$ cat src/rtl/vpic_pkg.sv
package vpic_pkg;
  localparam int NSRC    = 9;
  localparam int NVEC    = 7;
  localparam int LVL_W   = 3;
  localparam int IDX_W   = $clog2(NSRC);
  localparam int ADDR_W  = 2;
  localparam int CTL_W   = LVL_W + 2;

  localparam logic [ADDR_W-1:0] A_SET = 2'd0;
  localparam logic [ADDR_W-1:0] A_CLR = 2'd1;
  localparam logic [ADDR_W-1:0] A_EN  = 2'd2;
  localparam logic [ADDR_W-1:0] A_CTL = 2'd3;

  // Level of a source: 0 means poll-only (never vectored).
  function automatic logic [LVL_W-1:0] src_level(input int idx);
    if (idx <= 1)         return LVL_W'(1);
    else if (idx < NVEC)  return LVL_W'(idx);
    else                  return '0;
  endfunction
endpackage

$ cat src/rtl/vpic_flags.sv
module vpic_flags
  import vpic_pkg::*;
(
  input  logic              clk,
  input  logic              rst_n,
  input  logic [NSRC-1:0]   pulse,
  input  logic              sw_we,
  input  logic [ADDR_W-1:0] sw_addr,
  input  logic [NSRC-1:0]   sw_wdata,
  input  logic              clr_en,
  input  logic [IDX_W-1:0]  clr_idx,
  output logic [NSRC-1:0]   flags,
  output logic [NSRC-1:0]   enables
);
  logic [NSRC-1:0] flag_nxt;

  always_comb begin
    flag_nxt = flags;
    if (sw_we && sw_addr == A_CLR) flag_nxt = flag_nxt & ~sw_wdata;
    if (clr_en)                    flag_nxt[clr_idx] = 1'b0;
    if (sw_we && sw_addr == A_SET) flag_nxt = flag_nxt | sw_wdata;
    flag_nxt = flag_nxt | pulse;   // a fresh event is never lost
  end

  always_ff @(posedge clk or negedge rst_n) begin
    if (!rst_n) begin
      flags   <= '0;
      enables <= '0;
    end else begin
      flags <= flag_nxt;
      if (sw_we && sw_addr == A_EN) enables <= sw_wdata;
    end
  end

  // every pulsed source shows its flag on the next cycle
  a_r1_pulse_sets: assert property (@(posedge clk) disable iff (!rst_n)
    (pulse != '0) |=> ((flags & $past(pulse)) == $past(pulse)));

  // a handshake alone removes exactly one flag
  a_r5_single_clear: assert property (@(posedge clk) disable iff (!rst_n)
    (clr_en && pulse == '0 && !sw_we) |=>
      (flags == ($past(flags) & ~(NSRC'(1) << $past(clr_idx)))));
endmodule

$ cat src/rtl/vpic_ctrl.sv
module vpic_ctrl
  import vpic_pkg::*;
(
  input  logic              clk,
  input  logic              rst_n,
  input  logic              sw_we,
  input  logic [ADDR_W-1:0] sw_addr,
  input  logic [CTL_W-2:0]  sw_wdata,
  input  logic              ack,
  input  logic [LVL_W-1:0]  ack_level,
  output logic              master,
  output logic [LVL_W-1:0]  prio,
  output logic              armed
);
  logic ack_high;
  assign ack_high = (ack_level <= prio);

  always_ff @(posedge clk or negedge rst_n) begin
    if (!rst_n) begin
      master <= 1'b0;
      prio   <= '0;
      armed  <= 1'b0;
    end else begin
      if (sw_we && sw_addr == A_CTL) begin
        master <= sw_wdata[0];
        prio   <= sw_wdata[LVL_W:1];
        armed  <= 1'b0;
      end
      if (ack) begin
        master <= 1'b0;
        armed  <= ~ack_high;
      end
    end
  end

  // master is always gone after a handshake
  a_r6_ack_drops_master: assert property (@(posedge clk) disable iff (!rst_n)
    ack |=> !master);

  // a control write with no handshake disarms nesting
  a_r11_write_disarms: assert property (@(posedge clk) disable iff (!rst_n)
    (sw_we && sw_addr == A_CTL && !ack) |=> !armed);
endmodule

$ cat src/rtl/vpic_pick.sv
module vpic_pick
  import vpic_pkg::*;
(
  input  logic [NSRC-1:0]  flags,
  input  logic [NSRC-1:0]  enables,
  input  logic             master,
  input  logic [LVL_W-1:0] prio,
  input  logic             armed,
  output logic             found,
  output logic [IDX_W-1:0] idx
);
  logic [NSRC-1:0] elig;

  for (genvar g = 0; g < NSRC; g++) begin : g_elig
    localparam logic [LVL_W-1:0] LV = src_level(g);
    if (LV == '0) begin : g_poll
      assign elig[g] = 1'b0;
    end else begin : g_vec
      assign elig[g] = flags[g] && enables[g] && (master || (armed && LV <= prio));
    end
  end

  always_comb begin
    found = 1'b0;
    idx   = '0;
    for (int i = NSRC - 1; i >= 0; i--) begin
      if (elig[i]) begin
        found = 1'b1;
        idx   = IDX_W'(i);
      end
    end
  end
endmodule

$ cat src/rtl/vpic_port.sv
module vpic_port
  import vpic_pkg::*;
(
  input  logic             clk,
  input  logic             rst_n,
  input  logic             found,
  input  logic [IDX_W-1:0] pick_idx,
  input  logic             ready,
  output logic             valid,
  output logic [IDX_W-1:0] lock_idx,
  output logic             ack
);
  assign ack = valid && ready;

  always_ff @(posedge clk or negedge rst_n) begin
    if (!rst_n) begin
      valid    <= 1'b0;
      lock_idx <= '0;
    end else if (!valid) begin
      if (found) begin
        valid    <= 1'b1;
        lock_idx <= pick_idx;
      end
    end else if (ready) begin
      valid <= 1'b0;
    end
  end

  // an offer is held until it is taken
  a_r4_hold_offer: assert property (@(posedge clk) disable iff (!rst_n)
    (valid && !ready) |=> (valid && $stable(lock_idx)));

  // the locked source is the one the picker chose
  a_r3_lock_choice: assert property (@(posedge clk) disable iff (!rst_n)
    (!valid && found) |=> (valid && lock_idx == $past(pick_idx)));
endmodule

$ cat src/rtl/vpic_top.sv
module vpic_top
  import vpic_pkg::*;
#(
  parameter int VEC_W    = 16,
  parameter int VEC_STEP = 2
) (
  input  logic              clk,
  input  logic              rst_n,
  input  logic [NSRC-1:0]   src_pulse,
  input  logic              reg_we,
  input  logic [ADDR_W-1:0] reg_addr,
  input  logic [NSRC-1:0]   reg_wdata,
  output logic [NSRC-1:0]   reg_rdata,
  output logic              irq_valid,
  input  logic              irq_ready,
  output logic [VEC_W-1:0]  irq_vector,
  output logic              wake
);
  logic [NSRC-1:0]  flags, enables;
  logic             master, armed, found, ack;
  logic [LVL_W-1:0] prio, lock_lvl;
  logic [IDX_W-1:0] pick_idx, lock_idx;

  vpic_flags u_flags (
    .clk(clk), .rst_n(rst_n), .pulse(src_pulse),
    .sw_we(reg_we), .sw_addr(reg_addr), .sw_wdata(reg_wdata),
    .clr_en(ack), .clr_idx(lock_idx),
    .flags(flags), .enables(enables));

  vpic_ctrl u_ctrl (
    .clk(clk), .rst_n(rst_n),
    .sw_we(reg_we), .sw_addr(reg_addr), .sw_wdata(reg_wdata[CTL_W-2:0]),
    .ack(ack), .ack_level(lock_lvl),
    .master(master), .prio(prio), .armed(armed));

  vpic_pick u_pick (
    .flags(flags), .enables(enables), .master(master), .prio(prio),
    .armed(armed), .found(found), .idx(pick_idx));

  vpic_port u_port (
    .clk(clk), .rst_n(rst_n), .found(found), .pick_idx(pick_idx),
    .ready(irq_ready), .valid(irq_valid), .lock_idx(lock_idx), .ack(ack));

  assign lock_lvl   = src_level(int'(lock_idx));
  assign irq_vector = VEC_W'(lock_lvl) * VEC_W'(VEC_STEP);
  assign wake       = |(flags & enables);

  always_comb begin
    case (reg_addr)
      A_EN:    reg_rdata = enables;
      A_CTL:   reg_rdata = NSRC'({armed, prio, master});
      default: reg_rdata = flags;
    endcase
  end

  // an offered vector is one of the six level slots
  a_r2_vec_legal: assert property (@(posedge clk) disable iff (!rst_n)
    irq_valid |-> (irq_vector >= VEC_W'(VEC_STEP) &&
                   irq_vector <= VEC_W'(VEC_STEP * (NVEC - 1)) &&
                   irq_vector % VEC_W'(VEC_STEP) == '0));

  // poll-only sources are never offered
  a_r8_no_poll_offer: assert property (@(posedge clk) disable iff (!rst_n)
    irq_valid |-> (int'(lock_idx) < NVEC));

  // wake never rises without some flag set
  a_r9_wake_needs_flag: assert property (@(posedge clk) disable iff (!rst_n)
    wake |-> (flags != '0));
endmodule

$ cat config.mk
export PLATFORM = sky130hd
export DESIGN_NAME = vpic_top
export DESIGN_NICKNAME = d
export VERILOG_FILES = /design/src/rtl/vpic_pkg.sv /design/src/rtl/vpic_flags.sv /design/src/rtl/vpic_ctrl.sv /design/src/rtl/vpic_pick.sv /design/src/rtl/vpic_port.sv /design/src/rtl/vpic_top.sv
export SDC_FILE = /design/constraint.sdc
export NUM_CORES = 1
export LEC_CHECK = 0
export BUFFER_PORTS_ARGS = -buffer_cell sky130_fd_sc_hd__buf_2
export CORE_ASPECT_RATIO = 1.25
export CORE_UTILIZATION = 48
export DETAILED_ROUTE_END_ITERATION = 16
export HOLD_SLACK_MARGIN = 0.08
export PLACE_DENSITY_LB_ADDON = 0.15
export SETUP_SLACK_MARGIN = 0.15
export SLEW_MARGIN = 20
export SYNTH_ARGS = -nofsm -noshare
export SYNTH_HDL_FRONTEND = slang
export SYNTH_SLANG_ARGS = --single-unit
$ cat constraint.sdc
create_clock -name clk -period 3.65 [get_ports clk]
set_clock_uncertainty 0.2 [all_clocks]
set_input_delay 0.365 -clock clk [delete_from_list [all_inputs] [get_ports clk]]
set_output_delay 0.365 -clock clk [all_outputs]
set_load 0.02 [all_outputs]
* After elaboration in Yosys (flattened, before gate mapping)
Index checks and enable logic that the tools add are counted.
** Word-level totals
- Output and inout bits :: 27
- Register bits after elaboration :: 28
- Input bits :: 24
- Word-level logic and storage cells :: 95
** Operators by class
- Bitwise operators :: 9
- Reductions and logical operators :: 36
- $lt $le $gt $ge :: 11
- Eq/ne operators :: 3
- Mux-type cells :: 29
** Operator list (number)
- 9-bit AND :: 3
- 3-bit 2-to-1 mux :: 9
- 9-bit 2-to-1 mux :: 3
- 1-bit logical AND :: 26
- 9-bit NOT :: 2
- 9-bit OR :: 2
- 9-bit one-hot mux with 2 select lines :: 1
- 1-bit 2-to-1 mux :: 15
- 3-bit less-or-equal comparator, first input constant :: 3
- 9-bit OR reduction :: 1
- 2-bit by 3-bit less-or-equal comparator with 1-bit output, first input constant :: 2
- 1-bit logical OR :: 6
- 4-bit by 5-bit < comparator with 1-bit output, second input constant :: 1
- 1-bit demux with 4-bit select :: 1
- 2-bit equality test, second input constant :: 2
- 4-bit by 1-bit >= comparator with 1-bit output, second input constant :: 1
- 4-bit by 1-bit less-or-equal comparator with 1-bit output, second input constant :: 1
- 4-bit by 3-bit < comparator with 1-bit output, second input constant :: 1
- 1-bit by 3-bit less-or-equal comparator with 1-bit output, first input constant :: 1
- 3-bit less-or-equal comparator :: 1
- 2-bit by 1-bit equality test with 1-bit output, second input constant :: 1
- 2-bit zero test :: 1
- 1-bit NOT :: 2
- 2-bit AND reduction :: 1
- 2-bit nonzero test :: 1

* Depth between registers and ports, before layout
- Depth after elaboration :: 13
- Depth in mapped cells :: 8
- Depth with buffers taken out :: 8

* Modules after synthesis
Synthesis repeated with hierarchy kept, for this count alone.
** Second synthesis, totals
- Cells, all modules :: 187
- Area, all modules :: 1861.8 sq um
** Modules (own cells, without submodules)
- vpic_flags :: cells each 66, sequential area each 450.4 sq um, area each 847.1 sq um, instances 1
- vpic_top :: cells each 56, sequential area each 0.0 sq um, area each 351.6 sq um, instances 1
- vpic_ctrl :: cells each 23, sequential area each 125.1 sq um, area each 267.8 sq um, instances 1
- vpic_port :: cells each 13, sequential area each 125.1 sq um, area each 212.7 sq um, instances 1
- vpic_pick :: cells each 29, sequential area each 0.0 sq um, area each 182.7 sq um, instances 1

* Worst setup path after synthesis
No wires, ideal clock.
- Kind :: reg-to-reg
- From :: register u_port.lock_idx[2]
- To :: register u_ctrl.armed
- Clock period less this slack :: 2.119 ns
- Data arrival time :: 1.789 ns
- Stages on the path, launching flop included :: 7
- Buffers on the path :: 1
- Library setup time :: 0.129 ns
- Data required time :: 3.321 ns
- Setup slack :: 1.531 ns
- Cells stage by stage :: dfrtp_1 > clkbuf_1 > a21boi_0 > ha_1 > o21a_1 > o21ai_0 > o21ai_0
** Between the ends
- Word-level cells in the longest chain between the ends :: 6
- Elaborated cells on any way between the ends :: 7
- Those cells by class :: order compare (3); mux (3); bitwise (1)
** RTL lines
- from (decl) :: line vpic_port.sv:10 : output logic [IDX_W-1:0] lock_idx,
- from (signal assigned) :: line vpic_port.sv:22 : lock_idx <= pick_idx;
- 4-bit by 3-bit < comparator with 1-bit output :: line vpic_pkg.sv:17 : else if (idx < NVEC) return LVL_W'(idx);
- 3-bit 2-to-1 mux :: line vpic_pkg.sv:17
- 3-bit 2-to-1 mux (*) :: line vpic_pkg.sv:16 : if (idx <= 1) return LVL_W'(1);
- via irq_vector[3] :: line vpic_top.sv:16 : output logic [VEC_W-1:0] irq_vector,
- 3-bit less-or-equal comparator (*) :: line vpic_ctrl.sv:16 : assign ack_high = (ack_level <= prio);
- 1-bit NOT (*) :: line vpic_ctrl.sv:31 : armed <= ~ack_high;
- 1-bit 2-to-1 mux (*) :: line vpic_ctrl.sv:29 : if (ack) begin
- to (signal assigned) :: line vpic_ctrl.sv:31
- to (decl) :: line vpic_ctrl.sv:13 : output logic armed
Mark *: on every way through the listed nets, which the timed path passes. The rest lies on a longest branch.
A chain may end at the register's enable or synchronous reset.

* Worst setup path in the final report
- From :: register u_ctrl.prio[2]
- To :: register u_port.lock_idx[1]
** Between the ends
- Word-level cells in the longest chain between the ends :: 12
- Elaborated cells on any way between the ends :: 40
- Those cells by class :: order compare (6); mux (14); reduce/logical (20)
** RTL lines
- from (decl) :: line vpic_ctrl.sv:12 : output logic [LVL_W-1:0] prio,
- from (signal assigned) :: line vpic_ctrl.sv:26 : prio <= sw_wdata[LVL_W:1];
- 3-bit less-or-equal comparator :: line vpic_pick.sv:19 : assign elig[g] = flags[g] && enables[g] && (master || (armed && LV <= prio));
- 1-bit logical AND :: line vpic_pick.sv:19
- 1-bit logical OR :: line vpic_pick.sv:19
- 1-bit logical AND :: line vpic_pick.sv:19
- 1-bit 2-to-1 mux (7 in series) :: line vpic_pick.sv:27 : if (elig[i]) begin
- 2-bit AND reduction (no source line)
Several ways; a longest one is shown, not always the timed one.

==> reports/results.txt <==
largest family of logic cells by synthesized area - compound AO/OA/AOI/OAI gates
Min Hold Slack - 0.08257 ns
Hold Violations, Final - 0
mux cell area share after synthesis - 0.1246
register area share after synthesis - 0.3913
WP data arrival - 2.17 ns
Pleak - 0.9061 nW
Slew HR - 0.3082
R2R Path Start - u_ctrl.prio[2]
cell accounting for the most synthesized area - dfrtp_1
initial antenna violation count - 0
Yosys reg bits - 27
drt wl/cell - 16.16 um
Final Cell Area - 1938 um^2
synthesized area per cell - 9.233 um^2
period utilisation layout - 0.5973
Worst Setup End Kind - flip-flop
top-area cell type share of the netlist area - 0.3913
nets@finish - 250
top_reg_cell synth - dfrtp_1
Worst Setup Start Kind - flip-flop
TritonCTS clock tree - done
fraction of registers with async set or reset after synthesis - 1.000
n_diodes - 0
post_cts resized - 0
Synth Instances - 187
type of the tightest min-delay check - in2reg
row count - 24
hold path start - src_pulse[3]
r2r endpoint - u_port.lock_idx[1]
synth top area cells - dfrtp_1 (39%), mux2_2 (7.8%), buf_4 (5.7%)
YS warnings - 0
vias post-DR - 1,526
post-synthesis adder-cell area fraction - 0.02174
critical path data required time - 3.64 ns
Post-synth EDFFs - 0
setup TNS - 0 ns
Max Fclk - 458.7 MHz
maxcap violations - 0
complex-gate fraction of the synthesized area - 0.2116
Worst VDD drop - 425.2 uV
number of buffers created by CTS - 3
H-tree depth - 1
Max Root-Sink Buffers - 2
Area growth syn-to-layout - 12.25%
Yosys cell types - 41
Placed Area - 1873 um^2
fill count - 323
GRT Total Usage - 0.2217
fin crit period - 2.180 ns
gr ovfl total - 0
die width - 55.65 um
Slew @ Worst Pin - 1.035 ns
post-route ant nets - 0
pwr dens - 563.4 nW/um^2
run status - complete, no violations
RSZ-0062 raised after global routing - no
Avg Vias per Cell - 5.847
PortBufs - 37
I/O pin count - 51
r2r setup slk - 1.47 ns
Clk Tree Root Cell - clkbuf_8
Detailed Place HPWL - 3236 um
Pins Over Slew Limit - 0
largest net degree at the start of global routing - 28
postcts setup bufs - 0
die area - 3843 um^2
Synth Cell Area - 1727 um^2
Worst setup startpoint - u_ctrl.prio[2]
Reg clk slew, reported paths - 0.09 ns
Die Span Y - 69.06 um
simple-gate share of the synthesized area - 0.1478
Register Area - 675.6 um^2
CP max FO - 8
DRC errors left - 0
ratio of cells with drive above 1 in the final layout - 0.2658
CTS sink cnt - 27
Multi-input gate area - 922.1 um^2
final setup violation count - 0
Starting Density - 0.5000
Worst R2R Path Depth - 5
CP endpoint - u_port.lock_idx[1]
xor and xnor area share after synthesis - 0
final WL - 4217 um
worst setup path class - reg2reg
DR iter-0 viols - 75
gpl congestion - 0.8881
first-pass GRT wire length - 6748 um
core footprint - 3453 um^2
vias in the first global route - 1,436
clk_lat worst skew - 0.27 ns
router iterations before antenna repair - 4
flip-flops by register name (all words and copies together), names as in the netlist:
| register | flops |
|---|---|
| u_ctrl.armed | 1 |
| u_ctrl.master | 1 |
| u_ctrl.prio | 3 |
| u_flags.enables | 9 |
| u_flags.flags | 9 |
| u_port.lock_idx | 3 |
| u_port.valid | 1 |
through the flow:
| stage | setup WS [ns] | std cells | utilization | power, mW |
|---|---|---|---|---|
| after CTS | 1.516 | 261 | 0.5612 | 1.093 |
| after global routing | 1.369 | 261 | 0.5612 | 1.166 |
| final | 1.470 | 261 | 0.5612 | 1.092 |
| after global placement | 1.635 | 255 | 0.5424 | 0.9073 |
| after detailed placement | 1.536 | 255 | 0.5424 | 0.9250 |
| after floorplan | 1.531 | 199 | - | 0.8017 |
layout make-up:
type / instances / area share
inverter: 11 / 0.02130
multi-input combinational: 141 / 0.4758
sequential: 27 / 0.3486
clock buffer: 4 / 0.02324
tap: 39 / 0.02518
timing repair buffer: 39 / 0.1059
where the power goes:
group	internal, mW	leakage [nW]	switching, mW
Sequential	0.360	0.302	0.102
Clock	0.0783	0.0228	0.0923
Combinational	0.200	0.581	0.260
Total	0.638	0.906	0.454
worst min-delay path by stage:
stage                                    end  slack [ns]  depth (start not counted)
after floorplan                 u_ctrl.armed       -0.13                          0
after global placement    u_flags.enables[8]        0.20                          1
after detailed placement    u_flags.flags[8]        0.20                          1
after CTS                   u_flags.flags[2]        0.09                          2
after global routing        u_flags.flags[2]        0.09                          2
final                       u_flags.flags[3]        0.08                          2
cell families after synthesis:
kind of cell / Yosys count
fa+ha+maj: 3
flops: 27
simple gates: 51
buf+inv: 31
other cells: 1
mux: 20
compound gates: 54
cell usage after synthesis (4+ instances only):
cell type	number
a221o_1	6
nand3_1	5
nor2_1	12
nand2_1	16
nor3_1	4
mux2i_1	8
a21oi_1	18
clkbuf_1	4
mux2_2	12
dfrtp_1	27
o21ai_0	14
buf_4	13
inv_1	11
routing by layer:
layer,up-vias,global-route usage,wire [um]
li1,724,-,-
met1,729,0.2958,1804
met2,58,0.3614,2100
met3,15,0.02064,172
met4,0,0.1028,139
met5,-,0,0
repair_timing:
action                                  4_1_cts  5_1_grt
endpoints found under the hold margin        28        0
endpoints found under the setup margin        0        0
hold buffers                                  2        0
critical path, stage by stage (launching register included):
cell	delay, ns
dfrtp_1	0.49
o311ai_0	0.58
a22o_1	0.27
a21oi_2	0.08
a211oi_4	0.25
mux2i_1	0.23
placed cells by master, fill, tap and decap left out, drive strengths merged, types with 2 or more instances in the layout:
cell type	Yosys	final
nand2	16	16
nand3b	3	3
a21oi	19	19
o311ai	2	2
a211oi	2	2
a221o	6	6
nor3b	2	2
mux2	12	12
inv	11	11
mux2i	8	8
nor3	4	4
ha	3	3
a22oi	3	3
nor2b	2	2
clkbuf	4	4
dfrtp	27	27
conb	1	13
nand3	5	5
o21ai	14	14
nand4	2	2
buf	16	37
nor2	12	12
dlygate4sd3	0	2
Note: power is estimated with default switching activity, not from simulation.
